--- src/rtl/mchan_pkg.sv ---
package mchan_pkg;

    // Data-path mode selected by the two receive enables
    typedef enum logic [1:0] {
        RXM_OFF   = 2'd0,
        RXM_FIRST = 2'd1,
        RXM_EVERY = 2'd2
    } rx_mode_e;

    // One-cycle events that feed the sticky status register
    typedef struct packed {
        logic stored;
        logic pkt_end;
        logic acked;
        logic abort;
    } rx_evt_t;

    function automatic rx_mode_e decode_mode(input logic en_rx, input logic en_ack);
        rx_mode_e m;
        if (!en_rx)      m = RXM_OFF;
        else if (en_ack) m = RXM_EVERY;
        else             m = RXM_FIRST;
        return m;
    endfunction

endpackage

--- src/rtl/mchan_edge.sv ---
// Frame-rate sampling of the sender flag: byte edges and end-of-packet
module mchan_edge #(
    parameter int unsigned END_FRAMES = 2
) (
    input  logic clk,
    input  logic rst,
    input  logic frame_stb,
    input  logic flag_in,
    output logic byte_fall,
    output logic byte_rise,
    output logic pkt_end
);
    localparam int unsigned CW = $clog2(END_FRAMES + 1);
    localparam logic [CW-1:0] END_LAST = CW'(END_FRAMES - 1);

    logic          flag_q;
    logic          pkt_q;
    logic [CW-1:0] hi_cnt;

    always_comb begin
        byte_fall = frame_stb &  flag_q & ~flag_in;
        byte_rise = frame_stb & ~flag_q &  flag_in;
        pkt_end   = frame_stb &  flag_in & pkt_q & (hi_cnt == END_LAST);
    end

    always_ff @(posedge clk) begin
        if (rst) begin
            flag_q <= 1'b1;
            pkt_q  <= 1'b0;
            hi_cnt <= '0;
        end else if (frame_stb) begin
            flag_q <= flag_in;
            if (!flag_in) begin
                hi_cnt <= '0;
                if (byte_fall) pkt_q <= 1'b1;
            end else if (pkt_q) begin
                if (pkt_end) begin
                    pkt_q  <= 1'b0;
                    hi_cnt <= '0;
                end else begin
                    hi_cnt <= hi_cnt + 1'b1;
                end
            end
        end
    end
endmodule

--- src/rtl/mchan_store.sv ---
// Store decision, data register, unread tracking and overrun detect
module mchan_store
    import mchan_pkg::*;
#(
    parameter int unsigned DATA_W = 8
) (
    input  logic              clk,
    input  logic              rst,
    input  logic              byte_fall,
    input  logic              pkt_end,
    input  logic [DATA_W-1:0] rx_byte,
    input  rx_mode_e          mode,
    input  logic              rd_clr,
    output logic [DATA_W-1:0] data_q,
    output logic              stored,
    output logic              abort
);
    logic first_seen_q;
    logic pend_q;
    logic want;
    logic pend_eff;

    always_comb begin
        unique case (mode)
            RXM_EVERY: want = 1'b1;
            RXM_FIRST: want = ~first_seen_q;
            default:   want = 1'b0;
        endcase
        // a read in the same cycle counts before the new byte
        pend_eff = pend_q & ~rd_clr;
        stored   = byte_fall & want & ~pend_eff;
        abort    = byte_fall & want &  pend_eff;
    end

    always_ff @(posedge clk) begin
        if (rst) begin
            first_seen_q <= 1'b0;
            pend_q       <= 1'b0;
            data_q       <= '0;
        end else begin
            if (pkt_end)        first_seen_q <= 1'b0;
            else if (byte_fall) first_seen_q <= 1'b1;

            if (stored)      pend_q <= 1'b1;
            else if (rd_clr) pend_q <= 1'b0;

            if (stored) data_q <= rx_byte;
        end
    end
endmodule

--- src/rtl/mchan_ack.sv ---
// Receiver acknowledge flag with abort hold-off
module mchan_ack #(
    parameter int unsigned HOLD_FRAMES = 2
) (
    input  logic clk,
    input  logic rst,
    input  logic frame_stb,
    input  logic en_ack,
    input  logic stored,
    input  logic abort,
    input  logic byte_rise,
    output logic ack_out,
    output logic acked
);
    localparam int unsigned HW = $clog2(HOLD_FRAMES + 1);
    localparam logic [HW-1:0] HOLD_INIT = HW'(HOLD_FRAMES);

    logic          ack_q;
    logic [HW-1:0] hold_q;

    always_comb begin
        acked   = frame_stb & en_ack & byte_rise & ~ack_q & (hold_q == '0);
        ack_out = ack_q | ~en_ack;
    end

    always_ff @(posedge clk) begin
        if (rst) begin
            ack_q  <= 1'b1;
            hold_q <= '0;
        end else if (!en_ack) begin
            ack_q  <= 1'b1;
            hold_q <= '0;
        end else if (frame_stb) begin
            if (abort) begin
                ack_q  <= 1'b1;
                hold_q <= HOLD_INIT;
            end else if (hold_q != '0) begin
                ack_q  <= 1'b1;
                hold_q <= hold_q - 1'b1;
            end else if (stored) begin
                ack_q <= 1'b0;
            end else if (byte_rise) begin
                ack_q <= 1'b1;
            end
        end
    end
endmodule

--- src/rtl/mchan_status.sv ---
// Sticky status flags and interrupt combine
module mchan_status
    import mchan_pkg::*;
(
    input  logic    clk,
    input  logic    rst,
    input  rx_evt_t evt,
    input  logic    rd_clr,
    input  logic    en_rx,
    input  logic    en_evt,
    output rx_evt_t flags,
    output logic    irq
);
    always_ff @(posedge clk) begin
        if (rst) begin
            flags <= '0;
        end else begin
            // set has priority over a coincident clear
            flags <= (flags & {4{~rd_clr}}) | evt;
        end
    end

    always_comb begin
        irq = (flags.stored & en_rx)
            | ((flags.pkt_end | flags.acked | flags.abort) & en_evt);
    end
endmodule

--- src/rtl/mchan_rx_ctrl.sv ---
module mchan_rx_ctrl
    import mchan_pkg::*;
#(
    parameter int unsigned DATA_W      = 8,
    parameter int unsigned END_FRAMES  = 2,
    parameter int unsigned HOLD_FRAMES = 2
) (
    input  logic              clk,
    input  logic              rst,
    input  logic              frame_stb,
    input  logic [DATA_W-1:0] rx_byte,
    input  logic              sender_flag,
    input  logic              en_rx_irq,
    input  logic              en_ack_ctrl,
    input  logic              en_evt_irq,
    input  logic              rd_clr,
    output logic [DATA_W-1:0] data_out,
    output logic              ack_flag,
    output logic              st_data_rx,
    output logic              st_end,
    output logic              st_acked,
    output logic              st_abort,
    output logic              irq
);
    rx_mode_e mode;
    rx_evt_t  evt;
    rx_evt_t  flags;
    logic     byte_fall, byte_rise, pkt_end;
    logic     stored, abort, acked;

    assign mode = decode_mode(en_rx_irq, en_ack_ctrl);

    mchan_edge #(.END_FRAMES(END_FRAMES)) u_edge (
        .clk       (clk),
        .rst       (rst),
        .frame_stb (frame_stb),
        .flag_in   (sender_flag),
        .byte_fall (byte_fall),
        .byte_rise (byte_rise),
        .pkt_end   (pkt_end)
    );

    mchan_store #(.DATA_W(DATA_W)) u_store (
        .clk       (clk),
        .rst       (rst),
        .byte_fall (byte_fall),
        .pkt_end   (pkt_end),
        .rx_byte   (rx_byte),
        .mode      (mode),
        .rd_clr    (rd_clr),
        .data_q    (data_out),
        .stored    (stored),
        .abort     (abort)
    );

    mchan_ack #(.HOLD_FRAMES(HOLD_FRAMES)) u_ack (
        .clk       (clk),
        .rst       (rst),
        .frame_stb (frame_stb),
        .en_ack    (en_ack_ctrl),
        .stored    (stored),
        .abort     (abort),
        .byte_rise (byte_rise),
        .ack_out   (ack_flag),
        .acked     (acked)
    );

    always_comb begin
        evt.stored  = stored;
        evt.pkt_end = pkt_end;
        evt.acked   = acked;
        evt.abort   = abort;
    end

    mchan_status u_status (
        .clk    (clk),
        .rst    (rst),
        .evt    (evt),
        .rd_clr (rd_clr),
        .en_rx  (en_rx_irq),
        .en_evt (en_evt_irq),
        .flags  (flags),
        .irq    (irq)
    );

    assign st_data_rx = flags.stored;
    assign st_end     = flags.pkt_end;
    assign st_acked   = flags.acked;
    assign st_abort   = flags.abort;
endmodule

--- config.mk ---
export PLATFORM = sky130hd
export DESIGN_NAME = mchan_rx_ctrl
export DESIGN_NICKNAME = d
export VERILOG_FILES = /design/src/rtl/mchan_pkg.sv /design/src/rtl/mchan_edge.sv /design/src/rtl/mchan_store.sv /design/src/rtl/mchan_ack.sv /design/src/rtl/mchan_status.sv /design/src/rtl/mchan_rx_ctrl.sv
export SDC_FILE = /design/constraint.sdc
export NUM_CORES = 1
export LEC_CHECK = 0
export ABC_AREA = 1
export BUFFER_PORTS_ARGS = -buffer_cell sky130_fd_sc_hd__buf_4
export CELL_PAD_IN_SITES_DETAIL_PLACEMENT = 1
export CELL_PAD_IN_SITES_GLOBAL_PLACEMENT = 1
export CORE_AREA = 2 2 56 58
export CTS_CLUSTER_SIZE = 8
export DETAILED_ROUTE_END_ITERATION = 8
export DIE_AREA = 0 0 58 60
export GPL_TIMING_DRIVEN = 0
export PLACE_DENSITY = 0.72
export SYNTH_ARGS = -nofsm -noshare
export SYNTH_HDL_FRONTEND = slang
export SYNTH_SLANG_ARGS = --single-unit
--- constraint.sdc ---
create_clock -name clk -period 1.3 [get_ports clk]
set_input_delay 0.13 -clock clk [delete_from_list [all_inputs] [get_ports clk]]
set_output_delay 0.13 -clock clk [all_outputs]
set_load 0.01 [all_outputs]
==> flow_summary_export.csv, run 1 <==
group,metric,value,unit
status,status,"complete, no violations",
run,maxCapViolCount,0,
final_layout,antennaDiodeCount,0,
pwr,peakVddDrop,0.536,mV
clock_tree,cts_tree,"built",
min_path,hold_path.class,"in2reg",
clock_tree,clk_latency,310,ps
timing,clock_skew,5.65,ps
final_layout,seqCellArea,423,sq um
timing,fin_crit_sh,0.953,
timing,rsz0062_at_grt,"no",
synth,ys_ff_latch,21,
routing,drc,0,
grt,gr-total-overflow,0,
synth,synth_nets,139,
worst_setup_path,critPathMaxFanout,3,
floorplanning,io_pins,30,
floorplanning,die_w,58,microns
synth,yosysUniqueCellTypes,22,
final_layout,mostFrequentLayoutCells,"27 x buf_4, 25 x nor2_1, 22 x nand2_1, 19 x dfxtp_1, 14 x inv_1",
worst_setup_path,critPathArrivalTime,1110,ps
final_layout,fill_cells,367,
synth,syn-instance-count,122,
clock_tree,tritoncts.num_buffers,3,
synth,ys_warn_count,0,
worst_setup_path,crit_path_start_kind,"flip-flop",
routing,ant_nets,0,
place,dpl.hpwl,1810,microns
clock_tree,h-tree-depth,1,
clock_tree,root_buffer,"clkbuf_4",
worst_setup_path,crit_type,"reg2out",
grt,grt_max_degree,13,
worst_setup_path,required,1170,ps
synth,synth_seq_area_share,0.449,
timing,maxSlewHeadroom,0.762,
grt,antenna_found_initial,0,
routing,vias,861,
synth,synth_area_per_cell,7.68,sq um
place,gp_congestion,0.699,
place,io_buffers,27,
pwr,p_per_area,956,mW/mm^2
floorplanning,row_count,20,
routing,firstDrtPassIters,4,
final_layout,multiInputGateArea,420,sq um
worst_setup_path,endpoint_kind,"output pin",
timing,finalSetupTns,0,ps
routing,via_per_inst,4.63,
final_layout,nets,171,
timing,fin_crit,1240,ps
final_layout,final_common_cell,"buf_4",
routing,avgRoutedWirePerCell,12.0,microns
timing,tightest_slew,358,ps
pwr,power,0.00117,W
timing,drv_slew,0,
timing,fmax,808,MHz
floorplanning,die-height,60,microns
routing,routed_wl,2240,microns
clock_tree,clockBufferDepth,2,
floorplanning,initial_core_util,0.323,
routing,drtIter0Drc,23,
final_layout,final_layout_size_suffix_gt1_frac,0.333,
grt,grt_use_total,0.139,
grt,grt_pass1_wl,3710,microns
pwr,p_leak,0.576,nW
floorplanning,die_area,0.00348,sq mm
synth,synthesis.area,937,sq um
timing,finalHoldViolations,0,
timing,setup_viol,0,
clock_tree,cts.sinks,21,
grt,grt_pass1_vias,895,
floorplanning,coreArea,0.00290,sq mm
clock_tree,cts.clk_slew.worst_paths,120,ps
final_layout,area_growth,30.3,%
==> Yosys cell counts (all sizes together) <==
cell / count / area share
a21oi: 7 / 0.049
buf: 3 / 0.045
clkbuf: 1 / 0.0040
dfxtp: 21 / 0.45
ha: 1 / 0.013
inv: 16 / 0.064
nand2: 25 / 0.11
nand3: 6 / 0.043
nand4: 2 / 0.013
nor2: 28 / 0.13
nor3: 2 / 0.011
o211ai: 1 / 0.0080
o21ai: 8 / 0.051
o31ai: 1 / 0.0080
==> kinds of logic (layout without fill, tap and decap cells) <==
logic type / count (synthesis) / after routing / share of synthesized area
AO/OA/AOI/OAI: 17 / 17 / 0.116
adder cells (fa/ha/maj): 1 / 1 / 0.0133
buffers and inverters: 20 / 51 / 0.113
flip-flops: 21 / 21 / 0.449
AND/OR/NAND/NOR: 63 / 63 / 0.308
==> stage by stage <==
step           utilization  instance area (sq um)  hold slack, ps  setup WS (ps)  std cells
5_1_grt              0.421                   1220            30.1          0.824        186
2_1_floorplan            -                    937             265            193        122
3_5_place_dp         0.407                   1180             360           63.1        182
6_report             0.421                   1220            36.3           61.7        186
4_1_cts              0.416                   1210            26.4           26.2        186
3_3_place_gp         0.407                   1180             353            101        182
==> sequential cells by signal, summed over array words and instances, names as in the netlist <==
register / cells
u_edge.hi_cnt: 2
u_status.flags: 4
u_store.pend_q: 1
u_edge.flag_q: 1
u_store.first_seen_q: 1
u_edge.pkt_q: 1
u_store.data_q: 8
u_ack.hold_q: 2
u_ack.ack_q: 1
==> final cells by class <==
class                           count  share of cell area
Clock inverter                      1             0.00410
Sequential cell                    21               0.346
Clock buffer                        3              0.0184
Buffer                              4              0.0379
Timing Repair Buffer               27               0.166
Multi-Input combinational cell     81               0.344
Tap cell                           33              0.0338
Inverter                           16              0.0492
==> worst paths after layout <==
kind                                   startpoint           endpoint  slack, ps  cells after the start
worst max-delay path            u_status.flags[2]                irq         60                      3
worst min-delay path                   rx_byte[5]  u_store.data_q[5]         40                      3
worst max register to register      u_edge.flag_q        u_ack.ack_q        110                      8
worst min register to register   u_edge.hi_cnt[1]   u_edge.hi_cnt[1]        440                      2
==> report_power, final <==
part / leakage [nW] / internal (W) / switching (W)
registers: 0.171 / 0.000667 / 0.0000159
logic: 0.388 / 0.0000812 / 0.0000830
clock network: 0.0177 / 0.000115 / 0.000206
total: 0.576 / 0.000863 / 0.000304
==> routing by layer <==
layer | up-vias | wire length (microns) | GRT usage
met3 | 2 | 130 | 0.0325
li1 | 447 | - | -
met4 | 0 | 21 | 0.0498
met1 | 391 | 934 | 0.148
met2 | 21 | 1150 | 0.266
met5 | - | 0 | 0
==> critical path, cell delays in order, from the launching register on <==
cell	delay [ps]
dfxtp_2	360
o31ai_2	230
nand2_1	70
buf_4	140
==> what timing repair did <==
| item | in CTS | in global routing |
|---|---|---|
| buffers inserted | 0 | 0 |
| gates resized for setup | 0 | 6 |
| hold buffers | 0 | 0 |
| setup endpoints to repair | 0 | 4 |
No activity file was read; power rests on OpenSTA's default activity.
==> run 2: changes to the inputs <==
--- a/config.mk
+++ b/config.mk
@@ -7,6 +7,7 @@
 export LEC_CHECK = 0
 export ABC_AREA = 1
 export BUFFER_PORTS_ARGS = -buffer_cell sky130_fd_sc_hd__buf_4
+export CAP_MARGIN = 40
 export CELL_PAD_IN_SITES_DETAIL_PLACEMENT = 1
 export CELL_PAD_IN_SITES_GLOBAL_PLACEMENT = 1
 export CORE_AREA = 2 2 56 58
@@ -14,7 +15,8 @@
 export DETAILED_ROUTE_END_ITERATION = 8
 export DIE_AREA = 0 0 58 60
 export GPL_TIMING_DRIVEN = 0
-export PLACE_DENSITY = 0.72
+export PLACE_DENSITY = 0.79
+export RECOVER_POWER = 25
 export SYNTH_ARGS = -nofsm -noshare
 export SYNTH_HDL_FRONTEND = slang
 export SYNTH_SLANG_ARGS = --single-unit
==> run 2 against run 1 <==
Total power down 1.8%. Worst setup slack better by 18 ps. Global-route usage down 0.54 points. Critical endpoint unchanged.
==> flow_summary_export.csv, run 2 (synthesized netlist as in run 1, its figures left out) <==
group,metric,value,unit
grt,grt_pass1_wl,3590,microns
clock_tree,cts_tree,"built",
worst_setup_path,path_buf_inv,1,
routing,firstDrtPassIters,4,
timing,fin_crit,1220,ps
worst_setup_path,crit_path_start_kind,"flip-flop",
status,status,"complete, no violations",
timing,fin_crit_sh,0.938,
final_layout,regMostFlops,"u_store.data_q",
grt,grt_pass1_vias,901,
routing,via_per_inst,4.66,
routing,ant_nets,0,
timing,clock_skew,2.90,ps
worst_setup_path,crit_type,"reg2out",
grt,grt_use_total,0.134,
place,place_area,0.00118,sq mm
timing,finalSetupTns,0,ps
floorplanning,die_area,0.00348,sq mm
floorplanning,initial_core_util,0.323,
grt,gr-total-overflow,0,
place,dp_slack,39.3,ps
final_layout,final_layout_size_suffix_gt1_frac,0.281,
pwr,p_leak,0.556,nW
grt,grt_max_degree,13,
floorplanning,io_pins,30,
clock_tree,root_buffer,"clkbuf_4",
clock_tree,clockBufferDepth,2,
clock_tree,cts_setup_buffers,0,
timing,fmax,820,MHz
final_layout,antennaDiodeCount,0,
worst_setup_path,crit_chain,"o31ai_1, nand2_1, buf_4",
min_path,hold_path.class,"in2reg",
final_layout,area_growth,26.3,%
timing,finalHoldViolations,0,
worst_setup_path,cp_slowest_stage_delay,340,ps
clock_tree,cts.sinks,21,
place,io_buffers,27,
grt,top_usage_layer,"met2",
routing,drtIter0Drc,22,
worst_setup_path,crit_slowest_cell,"dfxtp_1",
routing,avgRoutedWirePerCell,11.0,microns
grt,met3_usage,0.0325,
final_layout,mostFrequentLayoutCells,"25 x nor2_1, 23 x buf_4, 22 x nand2_1, 20 x dfxtp_1, 15 x inv_1",
timing,setup_ws,80.1,ps
final_layout,top_regs,"u_store.data_q (8), u_status.flags (4)",
routing,drc,0,
routing,vias,867,
final_layout,postLayoutCellArea,0.00118,sq mm
floorplanning,row_count,20,
clock_tree,h-tree-depth,1,
run,maxCapViolCount,0,
place,gp_congestion,0.746,
worst_setup_path,critPathMaxFanout,3,
pwr,p_per_area,968,mW/mm^2
pwr,power,0.00115,W
clock_tree,tritoncts.num_buffers,3,
final_layout,final_common_cell,"nor2_1",
timing,rsz0062_at_grt,"no",
final_layout,nets,171,
worst_setup_path,critPathArrivalTime,1090,ps
timing,tightest_slew,433,ps
worst_setup_path,endpoint_kind,"output pin",
clock_tree,cts.clk_slew.worst_paths,120,ps
worst_setup_path,crit_family,"flip-flops",
timing,maxSlewHeadroom,0.711,
place,dpl.hpwl,1680,microns
floorplanning,die_w,58,microns
floorplanning,coreArea,0.00290,sq mm
timing,drv_slew,0,
final_layout,largest_reg_flops,8,
grt,antenna_found_initial,0,
timing,setup_viol,0,
routing,routed_wl,2040,microns
grt,met2_usage,0.231,
worst_setup_path,required,1170,ps
pwr,peakVddDrop,0.524,mV
floorplanning,die-height,60,microns
grt,grt_use_met1,0.157,
clock_tree,clk_latency,300,ps
==> run 2: final timing paths <==
kind | startpoint | endpoint | slack, ps | cells after the start
max | u_status.flags[2] | irq | 80 | 3
min | rx_byte[3] | u_store.data_q[3] | 40 | 3
max reg2reg | u_edge.flag_q | u_ack.ack_q | 120 | 8
min reg2reg | u_edge.hi_cnt[1] | u_edge.hi_cnt[1] | 440 | 2
==> run 2: routing by layer <==
layer,up-vias,part of all wire
li1,445,-
met1,397,0.43
met2,23,0.49
met3,2,0.067
met4,0,0.013
met5,-,0
==> run 2: worst min-delay path, cell delays in order <==
cell and delay, ps:
buf_4 80, nor2_1 30, nor2_1 80
==> run 2: layout make-up <==
class	instances	area, sq um
multi-input cells	81	415
plain buffers	4	30.0
clock buffers	3	22.5
clock inverters	1	5.00
well taps	33	41.3
inverters	16	60.1
repair buffers	27	188
fillers	369	1720
flip-flops and latches	21	422
==> run 2: repair_timing <==
action | CTS | global route
gates resized for setup | 0 | 3
endpoints found under the setup margin | 0 | 4
hold buffers | 0 | 0
==> run 2: report_power, final <==
group	leakage [nW]	internal [W]	switching [W]
Sequential	0.171	0.000667	0.0000147
Clock	0.0177	0.000115	0.000198
Combinational	0.368	0.0000711	0.0000809
Total	0.556	0.000852	0.000294
==> run 2: stage by stage <==
step                cells  utilization  hold WS [ps]
floorplan             122            -           265
global placement      182        0.407           353
detailed placement    182        0.407           362
CTS                   186        0.416          28.5
global route          186        0.408          26.5
finish                186        0.408          37.3
==> run 3: changes to the inputs <==
--- a/config.mk
+++ b/config.mk
@@ -8,14 +8,12 @@
 export ABC_AREA = 1
 export BUFFER_PORTS_ARGS = -buffer_cell sky130_fd_sc_hd__buf_4
 export CAP_MARGIN = 40
-export CELL_PAD_IN_SITES_DETAIL_PLACEMENT = 1
-export CELL_PAD_IN_SITES_GLOBAL_PLACEMENT = 1
-export CORE_AREA = 2 2 56 58
+export CORE_AREA = 2 2 55 57
 export CTS_CLUSTER_SIZE = 8
 export DETAILED_ROUTE_END_ITERATION = 8
-export DIE_AREA = 0 0 58 60
+export DIE_AREA = 0 0 57 59
 export GPL_TIMING_DRIVEN = 0
-export PLACE_DENSITY = 0.79
+export PLACE_DENSITY = 0.63
 export RECOVER_POWER = 25
 export SYNTH_ARGS = -nofsm -noshare
 export SYNTH_HDL_FRONTEND = slang
==> run 3 against run 2 <==
Total power up 0.93%. Clock skew up 13 ps. Critical path depth unchanged. Combinational power up 3%. Maximum frequency down 2.0%. Utilization up 3.5 points. Via count down 2.4%. Count of clock-buffer cells in the layout unchanged. Worst setup slack worse by 25 ps.
==> flow_summary_export.csv, run 3 (synthesized netlist as in run 1, its figures left out) <==
group,metric,value,unit
routing,ant_nets,0,
final_layout,postLayoutCellArea,0.00120,sq mm
timing,clock_skew,15.5,ps
timing,rsz0062_at_grt,"yes",
clock_tree,clk_latency,310,ps
timing,fin_crit_sh,0.958,
final_layout,area_growth,28.0,%
worst_setup_path,path_buf_inv,1,
clock_tree,tritoncts.num_buffers,3,
pwr,power,0.00116,W
floorplanning,die_w,57,microns
clock_tree,h-tree-depth,1,
floorplanning,initial_core_util,0.346,
routing,vias,846,
place,dpl.hpwl,1460,microns
final_layout,top_regs,"u_store.data_q (8), u_status.flags (4)",
worst_setup_path,endpoint_kind,"output pin",
worst_setup_path,crit_slowest_cell,"dfxtp_2",
final_layout,fill_cells,292,
clock_tree,cts_tree,"built",
routing,firstDrtPassIters,4,
final_layout,regMostFlops,"u_store.data_q",
final_layout,mostFrequentLayoutCells,"25 x nor2_1, 23 x buf_4, 22 x nand2_1, 20 x dfxtp_1, 14 x inv_1",
worst_setup_path,required,1170,ps
clock_tree,cts.sinks,21,
timing,finalHoldViolations,0,
run,maxCapViolCount,0,
routing,avgRoutedWirePerCell,10.5,microns
worst_setup_path,crit_family,"flip-flops",
clock_tree,cts_setup_buffers,0,
worst_setup_path,critPathArrivalTime,1120,ps
grt,grt_max_degree,13,
timing,holdWs,32.1,ps
pwr,peakVddDrop,0.478,mV
final_layout,nets,171,
timing,fin_crit,1250,ps
clock_tree,cts_resized,0,
place,place_area,0.00118,sq mm
routing,via_per_inst,4.60,
min_path,hold_path.class,"in2reg",
routing,drtIter0Drc,37,
worst_setup_path,critPathMaxFanout,3,
final_layout,final_common_cell,"nor2_1",
clock_tree,cts_hold_buf,0,
routing,routed_wl,1930,microns
final_layout,largest_reg_flops,8,
worst_setup_path,crit_chain,"o31ai_2, nand2_1, buf_4",
floorplanning,coreArea,0.00271,sq mm
clock_tree,root_buffer,"clkbuf_4",
timing,fmax,803,MHz
floorplanning,row_count,19,
worst_setup_path,crit_path_start_kind,"flip-flop",
final_layout,final_layout_size_suffix_gt1_frac,0.294,
final_layout,multiInputGateArea,418,sq um
worst_setup_path,crit_type,"reg2out",
floorplanning,die_area,0.00336,sq mm
place,io_buffers,27,
grt,antenna_found_initial,0,
final_layout,seqCellArea,422,sq um
worst_setup_path,cp_slowest_stage_delay,350,ps
status,status,"complete, no violations",
timing,drv_slew,0,
clock_tree,clockBufferDepth,2,
final_layout,antennaDiodeCount,0,
floorplanning,io_pins,30,
place,gp_congestion,0.768,
grt,grt_pass1_vias,812,
grt,grt_use_total,0.127,
timing,setup_viol,0,
pwr,p_leak,0.561,nW
pwr,p_per_area,964,mW/mm^2
grt,grt_pass1_wl,3430,microns
floorplanning,die-height,59,microns
timing,maxSlewHeadroom,0.766,
clock_tree,cts.clk_slew.worst_paths,130,ps
routing,drc,0,
timing,tightest_slew,351,ps
grt,gr-total-overflow,0,
run 3: worst paths after layout:
kind / from / endpoint / slack, ps / depth (start not counted)
worst max-delay path: u_status.flags[2] / irq / 50 / 3
worst min-delay path: rx_byte[7] / u_store.data_q[7] / 30 / 3
worst max register to register: u_edge.flag_q / u_ack.ack_q / 90 / 8
worst min register to register: u_edge.hi_cnt[1] / u_edge.hi_cnt[1] / 440 / 2
run 3: layer usage:
layer	GRT usage	share of wire	vias up
met1	0.147	0.44	379
met2	0.227	0.48	26
met3	0.0502	0.076	0
li1	-	-	441
met4	0.0199	0	0
met5	0	0	-
run 3: through the flow:
stage	worst slack [ps]	instances	util	setup TNS, ps
floorplan	193	122	-	0
global placement	109	180	0.435	0
detailed placement	94.0	180	0.435	0
CTS	44.4	184	0.445	0
global route	-52.7	184	0.443	-52.7
finish	54.7	184	0.443	0
run 3: where the power goes:
| part | total (W) | internal [W] | leakage [nW] | switching, W |
|---|---|---|---|---|
| Clock | 0.000318 | 0.000115 | 0.0177 | 0.000203 |
| Sequential | 0.000682 | 0.000666 | 0.171 | 0.0000156 |
| Combinational | 0.000157 | 0.0000765 | 0.372 | 0.0000807 |
| Total | 0.00116 | 0.000857 | 0.561 | 0.000299 |
run 3: layout make-up:
type / count / area share
plain buffers: 4 / 0.0386
multi-input cells: 81 / 0.348
clock buffers: 3 / 0.0188
clock inverters: 1 / 0.00417
flip-flops and latches: 21 / 0.351
well taps: 31 / 0.0323
repair buffers: 27 / 0.156
inverters: 16 / 0.0501
run 3: worst min-delay path: stages:
cell and delay [ps]:
buf_4 80, nor2_1 30, nor2_1 80
